File: config.mk
export PLATFORM = sky130hd
export DESIGN_NAME = keyed_wdt
export DESIGN_NICKNAME = d
export VERILOG_FILES = /design/src/rtl/kwdt_pkg.sv /design/src/rtl/kwdt_post.sv /design/src/rtl/kwdt_keyfsm.sv /design/src/rtl/kwdt_count.sv /design/src/rtl/keyed_wdt.sv
export SDC_FILE = /design/constraint.sdc
export NUM_CORES = 1
export LEC_CHECK = 0
export CORE_MARGIN = 2
export CORE_UTILIZATION = 55
export CTS_BUF_LIST = sky130_fd_sc_hd__clkbuf_16
export DETAILED_ROUTE_END_ITERATION = 10
export PLACE_DENSITY_LB_ADDON = 0.05
export RECOVER_POWER = 50
export SKIP_LAST_GASP = 1
export SYNTH_ARGS = -nofsm -noshare
export SYNTH_HDL_FRONTEND = slang
export SYNTH_SLANG_ARGS = --single-unit
File: constraint.sdc
create_clock -name clk -period 4.25 [get_ports clk]
set_input_delay 0.425 -clock clk [delete_from_list [all_inputs] [get_ports clk]]
set_output_delay 0.425 -clock clk [all_outputs]
set_load 0.03 [all_outputs]
File: src/rtl/kwdt_pkg.sv
package kwdt_pkg;
    localparam int DATA_W  = 32;
    localparam int RATIO_W = 3;
    localparam int NSLOT   = 4;

    typedef enum logic [2:0] {
        IDX_CTRL = 3'd0,
        IDX_LOAD = 3'd1,
        IDX_TRIG = 3'd2,
        IDX_KEY  = 3'd3,
        IDX_PEND = 3'd4,
        IDX_SYS  = 3'd5,
        IDX_CNT  = 3'd6,
        IDX_STAT = 3'd7
    } reg_idx_e;

    localparam logic [DATA_W-1:0] KEY_ON_A  = 32'h0000_BBBB;
    localparam logic [DATA_W-1:0] KEY_ON_B  = 32'h0000_4444;
    localparam logic [DATA_W-1:0] KEY_OFF_A = 32'h0000_AAAA;
    localparam logic [DATA_W-1:0] KEY_OFF_B = 32'h0000_5555;

    typedef enum logic [1:0] {
        KS_IDLE,
        KS_ARM_ON,
        KS_ARM_OFF
    } key_st_e;
endpackage

File: src/rtl/kwdt_post.sv
module kwdt_post #(
    parameter int DW         = 32,
    parameter int SYNC_TICKS = 2
) (
    input  logic          clk,
    input  logic          rst_n,
    input  logic          slow_en,
    input  logic          wr,
    input  logic [DW-1:0] wdata,
    output logic          busy,
    output logic          commit,
    output logic [DW-1:0] cdata
);
    localparam int CW = $clog2(SYNC_TICKS + 1);

    typedef struct packed {
        logic          busy;
        logic [CW-1:0] cnt;
        logic [DW-1:0] data;
    } post_t;

    post_t s_q, s_d;
    logic  last;

    always_comb begin
        s_d    = s_q;
        last   = (s_q.cnt == CW'(SYNC_TICKS - 1));
        commit = s_q.busy && slow_en && last;
        if (!s_q.busy) begin
            if (wr) begin
                s_d.busy = 1'b1;
                s_d.cnt  = '0;
                s_d.data = wdata;
            end
        end else if (slow_en) begin
            if (last) s_d.busy = 1'b0;
            else      s_d.cnt  = s_q.cnt + 1'b1;
        end
    end

    always_ff @(posedge clk or negedge rst_n) begin
        if (!rst_n) s_q <= '0;
        else        s_q <= s_d;
    end

    assign busy  = s_q.busy;
    assign cdata = s_q.data;
endmodule

File: src/rtl/kwdt_keyfsm.sv
module kwdt_keyfsm
    import kwdt_pkg::*;
(
    input  logic              clk,
    input  logic              rst_n,
    input  logic              commit,
    input  logic [DATA_W-1:0] word,
    output logic              run
);
    typedef struct packed {
        key_st_e st;
        logic    run;
    } key_t;

    key_t s_q, s_d;

    always_comb begin
        s_d = s_q;
        if (commit) begin
            if (word == KEY_ON_A) begin
                s_d.st = KS_ARM_ON;
            end else if (word == KEY_OFF_A) begin
                s_d.st = KS_ARM_OFF;
            end else if (word == KEY_ON_B) begin
                if (s_q.st == KS_ARM_ON) s_d.run = 1'b1;
                s_d.st = KS_IDLE;
            end else if (word == KEY_OFF_B) begin
                if (s_q.st == KS_ARM_OFF) s_d.run = 1'b0;
                s_d.st = KS_IDLE;
            end else begin
                s_d.st = KS_IDLE;
            end
        end
    end

    always_ff @(posedge clk or negedge rst_n) begin
        if (!rst_n) s_q <= '{st: KS_IDLE, run: 1'b0};
        else        s_q <= s_d;
    end

    assign run = s_q.run;
endmodule

File: src/rtl/kwdt_count.sv
module kwdt_count #(
    parameter int CNT_W      = 32,
    parameter int RATIO_W    = 3,
    parameter int RST_CYCLES = 4
) (
    input  logic               clk,
    input  logic               rst_n,
    input  logic               slow_en,
    input  logic               run,
    input  logic               pre_en,
    input  logic [RATIO_W-1:0] ratio,
    input  logic               reload,
    input  logic [CNT_W-1:0]   load_val,
    output logic [CNT_W-1:0]   count,
    output logic               rst_out,
    output logic               sticky
);
    localparam int PRE_W = (1 << RATIO_W) - 1;
    localparam int RW    = $clog2(RST_CYCLES + 1);

    typedef struct packed {
        logic [CNT_W-1:0] cnt;
        logic [PRE_W-1:0] pre;
        logic [RW-1:0]    pulse;
        logic             sticky;
    } cnt_t;

    cnt_t           s_q, s_d;
    logic [PRE_W:0] one_sh;
    logic [PRE_W-1:0] pre_lim;
    logic           due;

    always_comb begin
        s_d     = s_q;
        one_sh  = (PRE_W + 1)'(1) << ratio;
        pre_lim = PRE_W'(one_sh - 1'b1);
        due     = !pre_en || (s_q.pre == pre_lim);
        if (s_q.pulse != '0) s_d.pulse = s_q.pulse - 1'b1;
        if (reload) begin
            s_d.cnt = load_val;
            s_d.pre = '0;
        end else if (!run) begin
            s_d.pre = '0;
        end else if (slow_en) begin
            if (due) begin
                s_d.pre = '0;
                if (s_q.cnt == '1) begin
                    s_d.cnt    = load_val;
                    s_d.pulse  = RW'(RST_CYCLES);
                    s_d.sticky = 1'b1;
                end else begin
                    s_d.cnt = s_q.cnt + 1'b1;
                end
            end else begin
                s_d.pre = s_q.pre + 1'b1;
            end
        end
    end

    always_ff @(posedge clk or negedge rst_n) begin
        if (!rst_n) s_q <= '0;
        else        s_q <= s_d;
    end

    assign count   = s_q.cnt;
    assign rst_out = (s_q.pulse != '0);
    assign sticky  = s_q.sticky;
endmodule

File: src/rtl/keyed_wdt.sv
module keyed_wdt
    import kwdt_pkg::*;
#(
    parameter int ADDR_W     = 5,
    parameter int CNT_W      = 32,
    parameter int SYNC_TICKS = 2,
    parameter int RST_CYCLES = 4
) (
    input  logic              clk,
    input  logic              rst_n,
    input  logic              slow_en,
    input  logic              bus_wr,
    input  logic [ADDR_W-1:0] bus_addr,
    input  logic [31:0]       bus_wdata,
    output logic [31:0]       bus_rdata,
    output logic              wdt_rst_o,
    output logic              idle_gate_o
);
    typedef struct packed {
        logic               pre_en;
        logic [RATIO_W-1:0] ratio;
        logic [DATA_W-1:0]  load;
        logic [DATA_W-1:0]  trig;
        logic [DATA_W-1:0]  key;
        logic               idle;
    } regs_t;

    regs_t             s_q, s_d;
    logic              addr_ok;
    reg_idx_e          idx;
    logic [7:0]        wr_sel;
    logic [NSLOT-1:0]  slot_busy;
    logic [NSLOT-1:0]  slot_commit;
    logic [DATA_W-1:0] slot_data [NSLOT];
    logic              reload;
    logic              run;
    logic [CNT_W-1:0]  count;
    logic              sticky;
    logic [DATA_W-1:0] pend_vec;
    logic [DATA_W-1:0] load_eff;
    logic              unused_bits;

    assign addr_ok = ((bus_addr >> 5) == '0);
    assign idx     = reg_idx_e'(bus_addr[4:2]);
    assign wr_sel  = (bus_wr && addr_ok) ? (8'd1 << idx) : 8'd0;

    genvar g;
    generate
        for (g = 0; g < NSLOT; g++) begin : g_slot
            kwdt_post #(.DW(DATA_W), .SYNC_TICKS(SYNC_TICKS)) u_post (
                .clk    (clk),
                .rst_n  (rst_n),
                .slow_en(slow_en),
                .wr     (wr_sel[g]),
                .wdata  (bus_wdata),
                .busy   (slot_busy[g]),
                .commit (slot_commit[g]),
                .cdata  (slot_data[g])
            );
        end
    endgenerate

    always_comb begin
        s_d    = s_q;
        reload = 1'b0;
        if (slot_commit[IDX_CTRL]) begin
            s_d.pre_en = slot_data[IDX_CTRL][5];
            s_d.ratio  = slot_data[IDX_CTRL][4:2];
        end
        if (slot_commit[IDX_LOAD]) s_d.load = slot_data[IDX_LOAD];
        if (slot_commit[IDX_TRIG]) begin
            s_d.trig = slot_data[IDX_TRIG];
            reload   = (slot_data[IDX_TRIG] != s_q.trig);
        end
        if (slot_commit[IDX_KEY]) s_d.key = slot_data[IDX_KEY];
        if (wr_sel[IDX_SYS]) s_d.idle = bus_wdata[0];
    end

    always_ff @(posedge clk or negedge rst_n) begin
        if (!rst_n) s_q <= '0;
        else        s_q <= s_d;
    end

    kwdt_keyfsm u_key (
        .clk   (clk),
        .rst_n (rst_n),
        .commit(slot_commit[IDX_KEY]),
        .word  (slot_data[IDX_KEY]),
        .run   (run)
    );

    kwdt_count #(.CNT_W(CNT_W), .RATIO_W(RATIO_W), .RST_CYCLES(RST_CYCLES)) u_cnt (
        .clk     (clk),
        .rst_n   (rst_n),
        .slow_en (slow_en),
        .run     (run),
        .pre_en  (s_q.pre_en),
        .ratio   (s_q.ratio),
        .reload  (reload),
        .load_val(CNT_W'(s_q.load)),
        .count   (count),
        .rst_out (wdt_rst_o),
        .sticky  (sticky)
    );

    assign pend_vec    = DATA_W'({slot_busy[IDX_KEY], slot_busy[IDX_TRIG],
                                  slot_busy[IDX_LOAD], 1'b0, slot_busy[IDX_CTRL]});
    assign load_eff    = s_q.load;
    assign idle_gate_o = s_q.idle;

    always_comb begin
        bus_rdata = '0;
        if (addr_ok) begin
            case (idx)
                IDX_CTRL: bus_rdata = DATA_W'({s_q.pre_en, s_q.ratio, 2'b00});
                IDX_LOAD: bus_rdata = s_q.load;
                IDX_TRIG: bus_rdata = s_q.trig;
                IDX_KEY:  bus_rdata = s_q.key;
                IDX_PEND: bus_rdata = pend_vec;
                IDX_SYS:  bus_rdata = DATA_W'(s_q.idle);
                IDX_CNT:  bus_rdata = DATA_W'(count);
                IDX_STAT: bus_rdata = DATA_W'(sticky);
                default:  bus_rdata = '0;
            endcase
        end
    end

    assign unused_bits = ^{bus_addr[1:0], slot_data[IDX_CTRL][31:6],
                           slot_data[IDX_CTRL][1:0]};
endmodule

### After elaboration in Yosys (flattened, before gate mapping)

Index checks and enable logic that the tools add are counted.

| word-level totals | value |
|---|---|
| bits in registers | 287 |

| cells by class | value |
|---|---|
| mux-type cells | 41 |
| shifts and indexed selects | 2 |
| reduce and logical (&&, ||, !) cells | 32 |
| equality and inequality tests | 30 |
| $add $sub $neg | 8 |
| bitwise logic cells | 7 |

Operators by type and width:

| operator | number |
|---|---|
| 32-bit one-hot mux with 8 select lines | 1 |
| 35-bit 2-to-1 mux | 4 |
| 32-bit 2-to-1 mux | 3 |
| 32-bit by 15-bit equality test with 1-bit output, second input constant | 2 |
| 32-bit by 16-bit equality test with 1-bit output, second input constant | 2 |
| 43-bit 2-to-1 mux | 1 |
| 39-bit 2-to-1 mux | 1 |
| 32-bit by 1-bit adder with 32-bit output, second input constant | 1 |
| 32-bit equality test, second input constant | 1 |
| 32-bit != test | 1 |
| 3-bit 2-to-1 mux | 9 |
| 2-bit != test, second input constant | 9 |
| 2-bit nonzero test | 9 |
| 4-bit 2-to-1 mux | 4 |
| 3-bit AND reduction | 5 |
| 7-bit 2-to-1 mux | 2 |
| 3-bit equality test, second input constant | 4 |
| 2-bit 2-to-1 mux | 6 |
| 2-bit by 1-bit equality test with 1-bit output, second input constant | 5 |
| 1-bit 2-to-1 mux | 9 |
| 2-bit by 1-bit adder with 2-bit output, second input constant | 4 |
| 1-bit logical AND | 8 |
| 2-bit AND reduction | 4 |
| 7-bit by 1-bit adder with 7-bit output, second input constant | 1 |
| 17 further kinds | 24 |

### Logic depth before layout (Yosys ltp)

| depth | value |
|---|---|
| depth in word-level cells | 8 |
| mapped depth | 12 |

### By module

Synthesis repeated with hierarchy kept, for this count alone.

| second synthesis, totals | value |
|---|---|
| cells, all modules | 1237 |
| area total of the unflattened synthesis | 15307.2 µm² |

Modules (own cells, without submodules):

| module | sequential area each (µm²) | cells an instance | times used | area each (µm²) |
|---|---|---|---|---|
| kwdt_post | 875.8 | 115 | 4 | 1747.9 |
| keyed_wdt | 2527.4 | 397 | 1 | 5006.1 |
| kwdt_count | 1076.0 | 354 | 1 | 3019.1 |
| kwdt_keyfsm | 75.1 | 26 | 1 | 290.3 |

### Worst setup path after synthesis

No wires, ideal clock.

| path | value |
|---|---|
| path type | register to register |
| from | register s_q[98] (netlist bit) |
| to | register u_cnt.s_q, in the netlist u_cnt.count[30] |
| setup time | 0.121 ns |
| data required time | 4.129 ns |
| data arrival time | 2.412 ns |
| cell stages (with the launch flop) | 12 |
| path slack | 1.717 ns |
| period minus slack after synthesis | 2.533 ns |
| cell sequence | dfrtp_1 buf_4 nor2_1 nand2_1 ha_1 xnor2_1 xnor2_1 a211oi_1 o2111ai_1 nor3_1 mux2_2 o22a_1 |

| between the ends | value |
|---|---|
| cells in the longest elaborated chain, start to end | 6 |

RTL lines:

| what | line | source |
|---|---|---|
| from (decl) | keyed_wdt.sv:28 | `regs_t s_q, s_d;` |
| from (signal assigned) | keyed_wdt.sv:80 | `if (!rst_n) s_q <= '0;` |
| from (signal assigned) | keyed_wdt.sv:81 | `else s_q <= s_d;` |
| 1-bit by 3-bit << shifter with 7-bit output | kwdt_count.sv:35 | `one_sh = (PRE_W + 1)'(1) << ratio;` |
| 7-bit by 1-bit subtractor with 7-bit output | kwdt_count.sv:36 | `pre_lim = PRE_W'(one_sh - 1'b1);` |
| 7-bit equality test | kwdt_count.sv:37 | `due = !pre_en \|\| (s_q.pre == pre_lim);` |
| 1-bit logical OR | kwdt_count.sv:37 |  |
| 2-bit nonzero test (no line) | n/a |  |
| 3-bit AND reduction (no line) | n/a |  |
| to (signal assigned) | kwdt_count.sv:61 | `if (!rst_n) s_q <= '0;` |
| to (signal assigned) | kwdt_count.sv:62 | `else s_q <= s_d;` |
| to (decl) | kwdt_count.sv:28 | `cnt_t s_q, s_d;` |

Every way passes these cells.
A chain may end at the register's enable or synchronous reset.

### Worst setup path in the final report

| path | value |
|---|---|
| from | input slow_en |
| to | register s_q[36] (netlist bit) |

| between the ends | value |
|---|---|
| cells in the longest elaborated chain, start to end | 2 |

RTL lines:

| what | line | source |
|---|---|---|
| from (decl) | keyed_wdt.sv:11 | `input logic slow_en,` |
| 1-bit logical AND (2 in a row) | kwdt_post.sv:28 | `commit = s_q.busy && slow_en && last;` |

Every way passes these cells.

==> results.json <==
{
  "die-area_um2": 24090,
  "avgRoutedWirePerCell_um": 22.59,
  "cts_resized": 0,
  "die_w_um": 155.2,
  "rows": 55,
  "ys_seq_area_share_pct": 51.55,
  "grt_first_pass_wirelength_mm": 53.38,
  "avgSynthCellArea_um2": 11.03,
  "synth-edff-count": 0,
  "fin_area_um2": 14520,
  "hpwl_mm": 23.17,
  "finalSetupViolations": 0,
  "fin_nets": 1258,
  "syn_area_um2": 12570,
  "startpoint_type": "primary input",
  "area_growth_pct": 15.49,
  "crit_slowest_cell": "clkbuf_1",
  "yosys_warnings": 0,
  "drive_gt1_share_pct": 21.00,
  "h-tree-depth": 1,
  "cts.clk_slew.worst_paths_ps": 60,
  "antenna_found_initial": 0,
  "status": "finished with violations",
  "fillers": 1830,
  "synth.distinct_cells": 70,
  "drt_iter0_drc": 763,
  "synth_cells": 1140,
  "layout_commonest_cell": "dfrtp_1",
  "drc": 0,
  "start_util_pct": 55.70,
  "grt_usage_pct": 28.88,
  "cts.sinks": 259,
  "maxCapViolations": 2,
  "criticalPathCategory": "primary input to flop",
  "cts_buffer_depth": 3,
  "report.final.hold_viol_count": 0,
  "placed_area_um2": 13690,
  "ant_nets": 0,
  "violations": "capacitance limit, slew limit",
  "end_kind": "flop",
  "ys_ff_latch": 259,
  "cts_buffers": 28,
  "via_count": 9334,
  "root_buffer": "clkbuf_16",
  "crit_path_frequent_cell": "clkbuf_1",
  "rsz0062_at_grt": "no",
  "ios": 75,
  "grt_max_degree": 109,
  "routed_via_density": 6.186,
  "p_total_mw": 9.726,
  "synthFlopType": "dfrtp_1",
  "worstPathMaxFanout": 34,
  "multiInputGateArea_um2": 5754,
  "worst_pin_slew_ps": 2742,
  "maxSlewViolCount": 143,
  "async_flop_share_pct": 100.0,
  "final-seq-area_um2": 6481,
  "grt_pass1_vias": 9071,
  "cts_tree": "built",
  "port_buffers": 72,
  "peakVddDrop_mv": 0.3849,
  "place.gp.congestion": 0.8561,
  "fin_crit_ps": 3691,
  "post_cts_buffers": 0,
  "synth_nets": 1190,
  "placed_cells_incl_taps": 1462,
  "cts_hold_buf": 1,
  "cp.arrival_ps": 4050,
  "period_share_pct": 86.85,
  "gr-total-overflow": 0,
  "die_h_um": 155.2,
  "clkLatencyLatePin_ps": 560,
  "tns_ps": 0,
  "pwr_density_cell_nw_per_um2": 669.8,
  "cp_data_required_time_ps": 4610,
  "wl_mm": 34.10,
  "reg2reg_slack_ps": 880,
  "fin_worst_skew_ps": 10.32,
  "first_pass_iters": 5,
  "final_cells": 1509,
  "worstPathCellList": "dlygate4sd3_1, clkbuf_1, and3_1, clkbuf_1, o21ai_0",
  "cp_slowest_stage_delay_ps": 1400,
  "antennaDiodeCount": 0,
  "final_util_pct": 64.33,
  "hold_class": "flop to flop",
  "final_cell_mix": "dfrtp_1, mux2_2, nand2_1",
  "slew_headroom_pct": -82.79,
  "placeableCoreArea_um2": 22570,
  "maxClockFrequency_ghz": 0.2709,
  "p_leak_nw": 6.333
}
## per-layer routing
| metal | track usage, % | up-vias | share of wire (%) | wire length [um] |
|---|---|---|---|---|
| met4 | 5.985 | 0 | 2.0 | 682 |
| met1 | 43.45 | 4765 | 46 | 15680 |
| met2 | 45.40 | 271 | 46 | 15800 |
| met5 | 0 | - | 0 | 0 |
| met3 | 3.844 | 46 | 5.7 | 1932 |
| li1 | - | 4252 | - | - |
## report_power, final
| part | switching, mW | internal, mW | leakage (nW) |
|---|---|---|---|
| logic | 1.39 | 1.50 | 2.63 |
| registers | 1.05 | 3.50 | 3.25 |
| clock network | 0.981 | 1.31 | 0.453 |
| total | 3.42 | 6.31 | 6.33 |
## Yosys cell counts (3+ instances only)
cell type / count / area share (%)
a211oi_1: 5 / 0.30
a21o_1: 5 / 0.30
a21oi_1: 23 / 0.92
a221o_1: 3 / 0.24
a221oi_1: 3 / 0.21
a22o_1: 8 / 0.56
a22oi_1: 63 / 3.8
a2bb2oi_1: 3 / 0.21
a32oi_1: 3 / 0.21
and2_1: 3 / 0.15
and3_1: 11 / 0.55
and4_1: 5 / 0.35
buf_1: 4 / 0.12
buf_2: 7 / 0.28
clkbuf_1: 48 / 1.4
dfrtp_1: 259 / 52
ha_1: 9 / 0.90
inv_1: 33 / 0.99
mux2_2: 178 / 16
mux2i_1: 3 / 0.24
nand2_1: 163 / 4.9
nand2b_1: 5 / 0.25
nand3_1: 24 / 0.96
nand4_1: 16 / 0.80
nor2_1: 35 / 1.0
nor2b_1: 7 / 0.35
nor3_1: 29 / 1.2
nor3b_1: 6 / 0.36
nor4_1: 13 / 0.65
nor4b_1: 3 / 0.21
o211ai_1: 4 / 0.24
o21ai_0: 38 / 1.5
o21ai_1: 3 / 0.12
o21bai_1: 3 / 0.18
o22a_1: 4 / 0.28
o22ai_1: 8 / 0.40
o2bb2ai_1: 3 / 0.21
o31ai_1: 6 / 0.36
or4_1: 3 / 0.18
xnor2_1: 45 / 3.1
xor2_1: 4 / 0.28
## cell type report
| cell class | instances | share of cell area, % |
|---|---|---|
| clock buffers | 28 | 4.825 |
| clock inverters | 18 | 1.034 |
| inverters | 34 | 0.8789 |
| multi-input cells | 785 | 39.63 |
| flip-flops and latches | 259 | 44.63 |
| well taps | 285 | 2.456 |
| repair buffers | 100 | 6.548 |
## registers in the layout, summed over array words and instances (netlist names)
signal,flops
idle_gate_o,1
u_key.run,1
s_q,68
u_key.s_q,2
g_slot.u_post.s_q,8
u_cnt.sticky,1
u_cnt.s_q,10
g_slot.u_post.cdata,100
load_eff,32
g_slot.u_post.busy,4
u_cnt.count,32
## logic make-up (layout without fill, tap and decap cells)
group	Yosys count	after routing	share of synthesized area, %
AND/OR/NAND/NOR	344	344	13.58
flip-flops	259	259	51.55
AO/OA/AOI/OAI	200	200	11.02
multiplexers	183	183	16.54
buffers and inverters	96	180	3.005
XOR/XNOR	49	49	3.413
adder cells (fa/ha/maj)	9	9	0.8956
## path summary, 6_finish.rpt
| check | startpoint | endpoint | cells past startpoint |
|---|---|---|---|
| min in group asynchronous | rst_n | g_slot[1].u_post.cdata[21] | 2 |
| worst min register to register | u_key.s_q[2] | u_key.run | 1 |
| max in group asynchronous | rst_n | s_q[34] | 3 |
| worst max register to register | s_q[98] | u_cnt.count[16] | 11 |
| worst max-delay path | slow_en | s_q[36] | 5 |
| worst min-delay path | u_key.s_q[2] | u_key.run | 1 |
## stage by stage
step                setup slack (ps)  hold WS, ps
detailed placement             899.1        488.9
floorplan                       1717        129.4
finish                         558.9        488.6
global route                   426.5        502.5
CTS                            881.8        486.3
global placement               916.4        467.1
## worst max-delay path, delay by kind of cell
family                 cells  cell delay (ps)
buffers and inverters      3             3110
AND/OR/NAND/NOR            1              300
AO/OA/AOI/OAI              1              200
Note: power is estimated with default switching activity, not from simulation.
